[src/rtl/bbm_pkg.sv]
package bbm_pkg;

   // What the slave strobes mean for the beat currently on the bus
   typedef enum logic [1:0] {
      OC_WAIT  = 2'd0,
      OC_BEAT  = 2'd1,
      OC_FAULT = 2'd2,
      OC_RERUN = 2'd3
   } bbm_outcome_e;

endpackage

[src/rtl/bbm_resp_decode.sv]
module bbm_resp_decode
   import bbm_pkg::*;
(
   input  logic         ack_n,
   input  logic         err_n,
   input  logic         first_beat,
   output bbm_outcome_e outcome
);

   always_comb begin
      unique case ({~ack_n, ~err_n})
         2'b00:   outcome = OC_WAIT;
         2'b10:   outcome = OC_BEAT;
         2'b01:   outcome = OC_FAULT;
         default: outcome = first_beat ? OC_RERUN : OC_FAULT;
      endcase
   end

endmodule

[src/rtl/bbm_beat_ctr.sv]
module bbm_beat_ctr #(
   parameter int BEATS = 4,
   parameter int LWB   = $clog2(BEATS)
) (
   input  logic           clk,
   input  logic           rst_n,
   input  logic           load,
   input  logic [LWB-1:0] load_lw,
   input  logic           advance,
   output logic [LWB-1:0] lw,
   output logic           first_beat,
   output logic           last_beat
);

   localparam logic [LWB-1:0] LAST_IDX = LWB'(BEATS - 1);

   logic [LWB-1:0] idx_q;

   always_ff @(posedge clk) begin
      if (!rst_n) begin
         lw    <= '0;
         idx_q <= '0;
      end else if (load) begin
         lw    <= load_lw;
         idx_q <= '0;
      end else if (advance) begin
         lw    <= lw + 1'b1;
         idx_q <= idx_q + 1'b1;
      end
   end

   assign first_beat = (idx_q == '0);
   assign last_beat  = (idx_q == LAST_IDX);

endmodule

[src/rtl/bbm_rd_path.sv]
module bbm_rd_path #(
   parameter int DW  = 32,
   parameter int LWB = 2
) (
   input  logic           clk,
   input  logic           rst_n,
   input  logic           capture,
   input  logic [DW-1:0]  data_in,
   input  logic [LWB-1:0] lw_in,
   output logic           rd_valid,
   output logic [DW-1:0]  rd_data,
   output logic [LWB-1:0] rd_lw
);

   always_ff @(posedge clk) begin
      if (!rst_n) begin
         rd_valid <= 1'b0;
         rd_data  <= '0;
         rd_lw    <= '0;
      end else begin
         rd_valid <= capture;
         if (capture) begin
            rd_data <= data_in;
            rd_lw   <= lw_in;
         end
      end
   end

endmodule

[src/rtl/burst_bus_master.sv]
module burst_bus_master
   import bbm_pkg::*;
#(
   parameter int AW    = 32,
   parameter int DW    = 32,
   parameter int BEATS = 4
) (
   input  logic                  clk,
   input  logic                  rst_n,
   input  logic                  req_valid,
   output logic                  req_ready,
   input  logic [AW-1:0]         req_addr,
   input  logic                  req_burst,
   input  logic                  req_write,
   input  logic [BEATS*DW-1:0]   req_wline,
   output logic                  rsp_done,
   output logic                  rsp_err,
   output logic                  rd_valid,
   output logic [DW-1:0]         rd_data,
   output logic [$clog2(BEATS)-1:0] rd_lw,
   output logic [AW-1:0]         bus_addr,
   output logic [DW-1:0]         bus_wdata,
   input  logic [DW-1:0]         bus_rdata,
   output logic                  bus_rnw,
   output logic                  bus_burst,
   output logic [$clog2(BEATS)-1:0] bus_lw,
   output logic                  bus_start_n,
   output logic                  bus_busy_n,
   input  logic                  bus_ack_n,
   input  logic                  bus_err_n
);

   localparam int LWB    = $clog2(BEATS);
   localparam int LSB    = $clog2(DW / 8);
   localparam int LINE_W = BEATS * DW;

   // Elaboration-time parameter checks
   if (DW % 8 != 0) begin : g_bad_dw
      $error("burst_bus_master: DW must be a whole number of bytes");
   end
   if (BEATS < 2 || (1 << LWB) != BEATS) begin : g_bad_beats
      $error("burst_bus_master: BEATS must be a power of two, at least 2");
   end
   if (AW < LSB + LWB) begin : g_bad_aw
      $error("burst_bus_master: AW too narrow for the burst index field");
   end

   logic              busy_q;
   logic              start_q;
   logic              burst_q;
   logic              write_q;
   logic              done_q;
   logic              err_q;
   logic [AW-1:0]     addr_q;
   logic [LINE_W-1:0] line_q;

   logic              accept;
   logic              first_beat;
   logic              last_beat;
   logic              ctr_load;
   logic              ctr_advance;
   logic [LWB-1:0]    ctr_load_lw;
   logic [LWB-1:0]    lw;
   bbm_outcome_e      outcome;

   assign accept = req_valid && !busy_q;

   bbm_resp_decode u_decode (
      .ack_n      (bus_ack_n),
      .err_n      (bus_err_n),
      .first_beat (first_beat),
      .outcome    (outcome)
   );

   assign ctr_load    = accept || (busy_q && outcome == OC_RERUN);
   assign ctr_load_lw = accept ? req_addr[LSB +: LWB] : addr_q[LSB +: LWB];
   assign ctr_advance = busy_q && outcome == OC_BEAT && burst_q && !last_beat;

   bbm_beat_ctr #(
      .BEATS (BEATS),
      .LWB   (LWB)
   ) u_ctr (
      .clk        (clk),
      .rst_n      (rst_n),
      .load       (ctr_load),
      .load_lw    (ctr_load_lw),
      .advance    (ctr_advance),
      .lw         (lw),
      .first_beat (first_beat),
      .last_beat  (last_beat)
   );

   // Control sequencer
   always_ff @(posedge clk) begin
      if (!rst_n) begin
         busy_q  <= 1'b0;
         start_q <= 1'b0;
         burst_q <= 1'b0;
         write_q <= 1'b0;
         done_q  <= 1'b0;
         err_q   <= 1'b0;
         addr_q  <= '0;
         line_q  <= '0;
      end else begin
         start_q <= 1'b0;
         done_q  <= 1'b0;
         if (accept) begin
            busy_q  <= 1'b1;
            start_q <= 1'b1;
            burst_q <= req_burst;
            write_q <= req_write;
            addr_q  <= req_addr;
            line_q  <= req_wline;
         end else if (busy_q) begin
            unique case (outcome)
               OC_RERUN: start_q <= 1'b1;
               OC_FAULT: begin
                  busy_q <= 1'b0;
                  done_q <= 1'b1;
                  err_q  <= 1'b1;
               end
               OC_BEAT: begin
                  if (!burst_q || last_beat) begin
                     busy_q <= 1'b0;
                     done_q <= 1'b1;
                     err_q  <= 1'b0;
                  end
               end
               default: ;
            endcase
         end
      end
   end

   // Write line split into long-word lanes
   logic [DW-1:0] lane [BEATS];
   for (genvar g = 0; g < BEATS; g++) begin : g_lane
      assign lane[g] = line_q[g*DW +: DW];
   end

   always_comb begin
      bus_addr                = addr_q;
      bus_addr[LSB +: LWB]    = lw;
   end

   assign bus_wdata   = lane[lw];
   assign bus_lw      = lw;
   assign bus_rnw     = !write_q;
   assign bus_burst   = burst_q;
   assign bus_start_n = !start_q;
   assign bus_busy_n  = !busy_q;
   assign req_ready   = !busy_q;
   assign rsp_done    = done_q;
   assign rsp_err     = err_q;

   bbm_rd_path #(
      .DW  (DW),
      .LWB (LWB)
   ) u_rd (
      .clk      (clk),
      .rst_n    (rst_n),
      .capture  (busy_q && outcome == OC_BEAT && !write_q),
      .data_in  (bus_rdata),
      .lw_in    (lw),
      .rd_valid (rd_valid),
      .rd_data  (rd_data),
      .rd_lw    (rd_lw)
   );

endmodule

[config.mk]
export PLATFORM = sky130hd
export DESIGN_NAME = burst_bus_master
export DESIGN_NICKNAME = d
export VERILOG_FILES = /design/src/rtl/bbm_pkg.sv /design/src/rtl/bbm_resp_decode.sv /design/src/rtl/bbm_beat_ctr.sv /design/src/rtl/bbm_rd_path.sv /design/src/rtl/burst_bus_master.sv
export SDC_FILE = /design/constraint.sdc
export NUM_CORES = 1
export LEC_CHECK = 0
export BUFFER_PORTS_ARGS = -buffer_cell sky130_fd_sc_hd__buf_2
export CORE_ASPECT_RATIO = 1.1
export CORE_MARGIN = 5
export CORE_UTILIZATION = 45
export CTS_CLUSTER_SIZE = 24
export DETAILED_ROUTE_END_ITERATION = 12
export MAX_ROUTING_LAYER = met4
export PLACE_DENSITY = 0.84
export SYNTH_ARGS = -nofsm -noshare
export SYNTH_HDL_FRONTEND = slang
export SYNTH_SLANG_ARGS = --single-unit
[constraint.sdc]
create_clock -name clk -period 1.7 [get_ports clk]
set_input_delay 0 -clock clk [delete_from_list [all_inputs] [get_ports clk]]
set_output_delay 0 -clock clk [all_outputs]
set_load 0.005 [all_outputs]
=== Yosys cells after proc, flatten, opt, wreduce, memory -nomap -nowiden ===
Cells that the tools add are included.

* Logic and storage cells: 68
* Register bits: 205
* Output and inout bits: 108

* Bitwise logic cells: 6
* Equal/unequal tests: 7
* Reduce and logical (&&, ||, !) cells: 20
* $lt $le $gt $ge: 1
* Add/sub/neg operators: 2
* Mux-type cells: 19

{| class="wikitable"
|+ Operators with widths
! operator !! count
|-
| $bmux 32 s2 || 1
|-
| $mux 32 || 2
|-
| $mux 1 || 9
|-
| $eq 2x2->1 const B || 4
|-
| $logic_and 1x1->1 || 6
|-
| $mux 2 || 3
|-
| $pmux 1 s2 || 3
|-
| $pmux 2 s3 || 1
|-
| $logic_not 1->1 || 5
|-
| $not 1->1 || 5
|-
| $add 2x1->2 const B || 2
|-
| $eq 2x1->1 const B || 2
|-
| $logic_not 2->1 || 2
|-
| $reduce_and 4->1 || 1
|-
| $reduce_bool 2->1 || 2
|-
| $ge 3x3->1 const B || 1
|-
| $not 2->3 || 1
|-
| $reduce_or 3->1 || 1
|-
| $logic_or 1x1->1 || 2
|-
| $ne 2x2->1 const B || 1
|-
| $reduce_or 2->1 || 1
|}

=== Depth between registers and ports, before layout ===
* Word-level depth: 9
* Gate-level depth with buffers: 10
* Depth with buffers taken out: 10

=== Hierarchy ===
Synthesis repeated with hierarchy kept, for this count alone.

* Cell total of the unflattened synthesis: 938
* Area total of the unflattened synthesis: 8,814.7 µm²

{| class="wikitable"
|+ By module, submodules not included
! module !! instances !! area an instance (µm²) !! cells each
|-
| burst_bus_master || 1 || 7,250.7 || 804
|-
| bbm_rd_path || 1 || 1,342.5 || 111
|-
| bbm_beat_ctr || 1 || 207.7 || 21
|-
| bbm_resp_decode || 1 || 13.8 || 2
|}

=== Least setup slack after synthesis ===
OpenSTA, ideal clock, no wires.

* Path type: register to register
* Start: register u_ctr.idx_q[0]
* End: register err_q, in the netlist rsp_err
* Library setup time: 0.115 ns
* Stages on the path, launching flop included: 10
* Path slack: 0.006 ns
* Arrival time: 1.579 ns
* Cells stage by stage: dfxtp_1 -> inv_1 -> ha_1 -> nor2_1 -> or2_2 -> ha_1 -> nand2b_1 -> o21ai_0 -> o21ai_0 -> and2_1

* Word-level cells in the longest chain between the ends: 6
* Elaborated cells on any way between the ends: 11

{| class="wikitable"
|+ RTL lines
! element !! line !! RTL
|-
| start: declaration || bbm_beat_ctr.sv:17 || <nowiki>logic [LWB-1:0] idx_q;</nowiki>
|-
| start signal: assignment || bbm_beat_ctr.sv:28 || <nowiki>idx_q <= idx_q + 1'b1;</nowiki>
|-
| $logic_not 2->1 || bbm_beat_ctr.sv:32 || <nowiki>assign first_beat = (idx_q == '0);</nowiki>
|-
| $mux 1 || bbm_resp_decode.sv:15 || <nowiki>default: outcome = first_beat ? OC_RERUN : OC_FAULT;</nowiki>
|-
| $pmux 2 s3 || bbm_resp_decode.sv:11 || <nowiki>unique case ({~ack_n, ~err_n})</nowiki>
|-
| $eq 2x1->1 or $eq 2x2->1 (tied branches) || burst_bus_master.sv:115 || <nowiki>unique case (outcome)</nowiki>
|-
| $ne 2x2->1 (no line) or $reduce_bool 2->1 (tied branches) || -- ||
|-
| $reduce_and 4->1 (no line) || -- ||
|-
| end signal: assignment || burst_bus_master.sv:101 || <nowiki>err_q <= 1'b0;</nowiki>
|-
| end signal: assignment || burst_bus_master.sv:120 || <nowiki>err_q <= 1'b1;</nowiki>
|-
| end signal: assignment || burst_bus_master.sv:126 || <nowiki>err_q <= 1'b0;</nowiki>
|-
| end: declaration || burst_bus_master.sv:53 || <nowiki>logic err_q;</nowiki>
|}

Several ways; a longest one is shown, not always the timed one.
A chain may end at the register's enable or synchronous reset.

=== Worst setup path in the final report ===
* Start: register u_ctr.lw[0]
* End: output bus_wdata[31]

* Word-level cells in the longest chain between the ends: 4

{| class="wikitable"
|+ RTL lines
! element !! line !! RTL
|-
| start: declaration || bbm_beat_ctr.sv:10 || <nowiki>output logic [LWB-1:0] lw,</nowiki>
|-
| start signal: assignment || bbm_beat_ctr.sv:24 || <nowiki>lw <= load_lw;</nowiki>
|-
| start signal: assignment || bbm_beat_ctr.sv:27 || <nowiki>lw <= lw + 1'b1;</nowiki>
|-
| $not 2->3 (not written as such) || burst_bus_master.sv:146 || <nowiki>assign bus_wdata = lane[lw];</nowiki>
|-
| $bmux 32 s2 || burst_bus_master.sv:146 ||
|-
| $mux 32 (not written as such) (2 in a row) || burst_bus_master.sv:146 ||
|-
| end: declaration || burst_bus_master.sv:22 || <nowiki>output logic [DW-1:0] bus_wdata,</nowiki>
|}

Every way passes these cells. The select of a mux whose other input is x is not followed.

==> impl_metrics.json <==
{
  "path_cells": "buf_12, mux4_2, buf_2",
  "hold_path_depth": 5,
  "synthCells": 982,
  "synth_top_family_by_area": "simple AND/OR/NAND/NOR gates",
  "initial_utilization_pct": 45.79,
  "synth_top_area_share_pct": 46.76,
  "synth_seq_area_share_pct": 46.76,
  "io_buffers": 306,
  "synth-simple-area-share_pct": 18.39,
  "yosys.cell_count.top_type": "nand2_1",
  "fin_nets": 1636,
  "drv_slew": 0,
  "routed_wl_mm": 30.90,
  "io-pin-count": 307,
  "async_flop_share_pct": 0,
  "cts_tree": "built",
  "min_to": "u_ctr.idx_q[1]",
  "critPathMaxFanout": 9,
  "vias_per_cell": 5.207,
  "placed_cells_incl_taps": 1446,
  "cts_buffers": 22,
  "ant_nets": 0,
  "cp.arrival_ns": 1.79,
  "post-place-ws_ns": -0.1348,
  "synth.area.top_cells": "dfxtp_1 (47%), nand2_1 (17%), a21boi_0 (8.5%)",
  "synth_area_um2": 8776,
  "coreArea_um2": 19160,
  "ff2ff_path_depth": 10,
  "num_rows": 53,
  "root_buffer": "clkbuf_16",
  "max-slew-margin-rel_pct": 65.69,
  "tns_ns": -1.745,
  "cp_slowest_stage_delay_ns": 0.54,
  "grt_max_degree": 110,
  "antenna_found_initial": 4,
  "synth_compound_area_share_pct": 17.66,
  "grt_usage_pct": 26.91,
  "rsz0062_at_grt": "true",
  "ys_seq_elements": 205,
  "hold_violations": 0,
  "seq_area_um2": 4115,
  "synth_mux_area_share_pct": 8.554,
  "fin_cells": 1701,
  "num_vias": 8857,
  "status": "finished with violations",
  "drtIter0Drc": 447,
  "place_hpwl_mm": 16.40,
  "tightest_slew_ns": 0.5147,
  "die_area_um2": 22400,
  "hold_class": "in -> reg",
  "yosysTopAreaCell": "dfxtp_1",
  "die_x_um": 143.2,
  "p_leak_nw": 5.692,
  "synth_enable_flop_cells": 0,
  "avgSynthCellArea_um2": 8.937,
  "worst-path-buf-inv": 2,
  "htreeDepth": 1,
  "grt_first_pass_wirelength_mm": 47.42,
  "power_density_nw_per_um2": 914.9,
  "drive_above_1_share_pct": 29.46,
  "multiInputGateArea_um2": 4104,
  "post-route-cell-area_um2": 13250,
  "clock_sinks": 205,
  "synth.distinct_cells": 31,
  "rr_startpoint": "u_ctr.idx_q[1]",
  "gr-total-overflow": 0,
  "cp.required_ns": 1.70,
  "finalClockSkew_ns": 0.01009,
  "wl_per_cell_um": 18.16,
  "dr.pass1.iters": 5,
  "worstSetupEndpointType": "primary output",
  "synthAdderAreaFrac_pct": 0.7129,
  "place.gp.congestion": 0.8264,
  "r2r-end": "u_ctr.lw[0]",
  "synth-xor-area-share_pct": 0.09980,
  "dpl_cell_area_um2": 10220,
  "setup_viol": 35,
  "die_h_um": 156.5,
  "slowest_stage": "mux4_2",
  "fin_ws_ns": -0.09218,
  "clk_transition_reported_paths_ns": 0.06,
  "fill_cells": 1259,
  "area_delta_synth_final_pct": 50.93,
  "min_period_over_period_pct": 105.4,
  "holdCritStartpoint": "bus_ack_n",
  "synth-main-ff-cell": "dfxtp_1",
  "maxCapViolCount": 0,
  "crit_family": "multiplexers",
  "clk-insertion-delay-late_ns": 0.50,
  "violations": "setup timing",
  "route.detailed.drc": 0,
  "vdd_ir_drop_max_uv": 754.5,
  "yosys-top-cells-count": "nand2_1 (393), dfxtp_1 (205), a21boi_0 (99), a21boi_1 (97), buf_4 (61)",
  "reg2reg_slack_ns": -0.02,
  "syn_nets": 1186,
  "layout_min_cycle_time_ns": 1.792,
  "grt_pass1_vias": 9444,
  "cp-start-kind": "flop",
  "critical_path_class": "reg -> out",
  "yosysWarnings": 0,
  "ctsLongestPathBuffers": 3,
  "fmax_mhz": 558.0
}
cell usage in the layout, fill, tap and decap left out, types with 3 or more instances in the layout:
| master | instances |
|---|---|
| nand2_1 | 393 |
| buf_2 | 298 |
| dfxtp_1 | 200 |
| dlygate4sd3_1 | 199 |
| a21boi_1 | 98 |
| a21boi_0 | 98 |
| mux4_2 | 32 |
| clkbuf_16 | 24 |
| buf_4 | 15 |
| buf_12 | 10 |
| diode_2 | 8 |
| buf_6 | 7 |
| clkinv_2 | 6 |
| inv_1 | 5 |
| ha_4 | 4 |
| clkbuf_8 | 4 |
| nor2_1 | 3 |
| and2_1 | 3 |
| o21ai_1 | 3 |
| nor2b_1 | 3 |
| a21oi_1 | 3 |
| dfxtp_2 | 3 |
logic make-up after synthesis:
kind of cell	Yosys count
mux	35
xor+xnor	1
flops	205
simple gates	414
buf+inv	113
compound gates	209
fa+ha+maj	5
what timing repair did:
item	4_1_cts	5_1_grt
endpoints found under the hold margin	203	0
buffers inserted	6	3
hold buffers	199	0
endpoints found under the setup margin	36	41
pin swaps	5	1
gates cloned	1	1
resized for setup	22	18
stage by stage:
step	utilization [%]	hold WS (ns)	total power [W]
after global routing	69.06	0.1181	0.01257
final	69.11	0.1102	0.01212
after detailed placement	53.35	0.2452	0.006795
after floorplan	-	0.1348	0.006228
after global placement	53.35	0.2390	0.006748
after CTS	68.39	0.01430	0.01206
cell type report:
type | count | area share [%]
sequential | 205 | 31.07
multi-input combinational | 664 | 30.98
timing repair buffer | 531 | 29.65
clock buffer | 29 | 4.818
tap | 247 | 2.333
clock inverter | 9 | 0.7463
inverter | 8 | 0.2456
antenna | 8 | 0.1511
worst max-delay path by stage:
stage / from / endpoint / slack (ns) / cells past startpoint
5_1_grt: u_ctr.lw[0] / bus_wdata[31] / -0.14 / 3
3_5_place_dp: u_ctr.idx_q[0] / u_ctr.lw[1] / -0.13 / 10
4_1_cts: u_ctr.lw[0] / bus_wdata[23] / -0.12 / 3
3_3_place_gp: u_ctr.idx_q[0] / rsp_err / -0.004 / 9
6_report: u_ctr.lw[0] / bus_wdata[31] / -0.09 / 3
2_1_floorplan: u_ctr.idx_q[0] / rsp_err / 0.006 / 9
metal layers:
metal  share of wire [%]  GRT usage (%)
met1                  36          27.36
met2                  51          47.83
met3                 7.0          5.165
met4                 5.9          15.71
met5                   0              -
worst min-delay path: cells and delay by family:
| family | cells | cell delay, ns |
|---|---|---|
| AO/OA/AOI/OAI | 1 | 0.05 |
| buffers and inverters | 1 | 0.14 |
| AND/OR/NAND/NOR | 3 | 0.38 |
power by group:
group	total (W)	switching, W	internal, W
sequential	0.00524	0.000162	0.00507
combinational	0.00202	0.000919	0.00110
clock	0.00486	0.00193	0.00293
total	0.0121	0.00301	0.00911
state kept, by name, indices dropped and copies added (netlist names):
name / cells
line_q: 128
addr_q: 32
u_rd.rd_data: 32
u_ctr.idx_q: 2
u_ctr.lw: 2
u_rd.rd_lw: 2
bus_burst: 1
busy_q: 1
rsp_done: 1
rsp_err: 1
start_q: 1
u_rd.rd_valid: 1
write_q: 1
No activity file was read; power rests on OpenSTA's default activity.
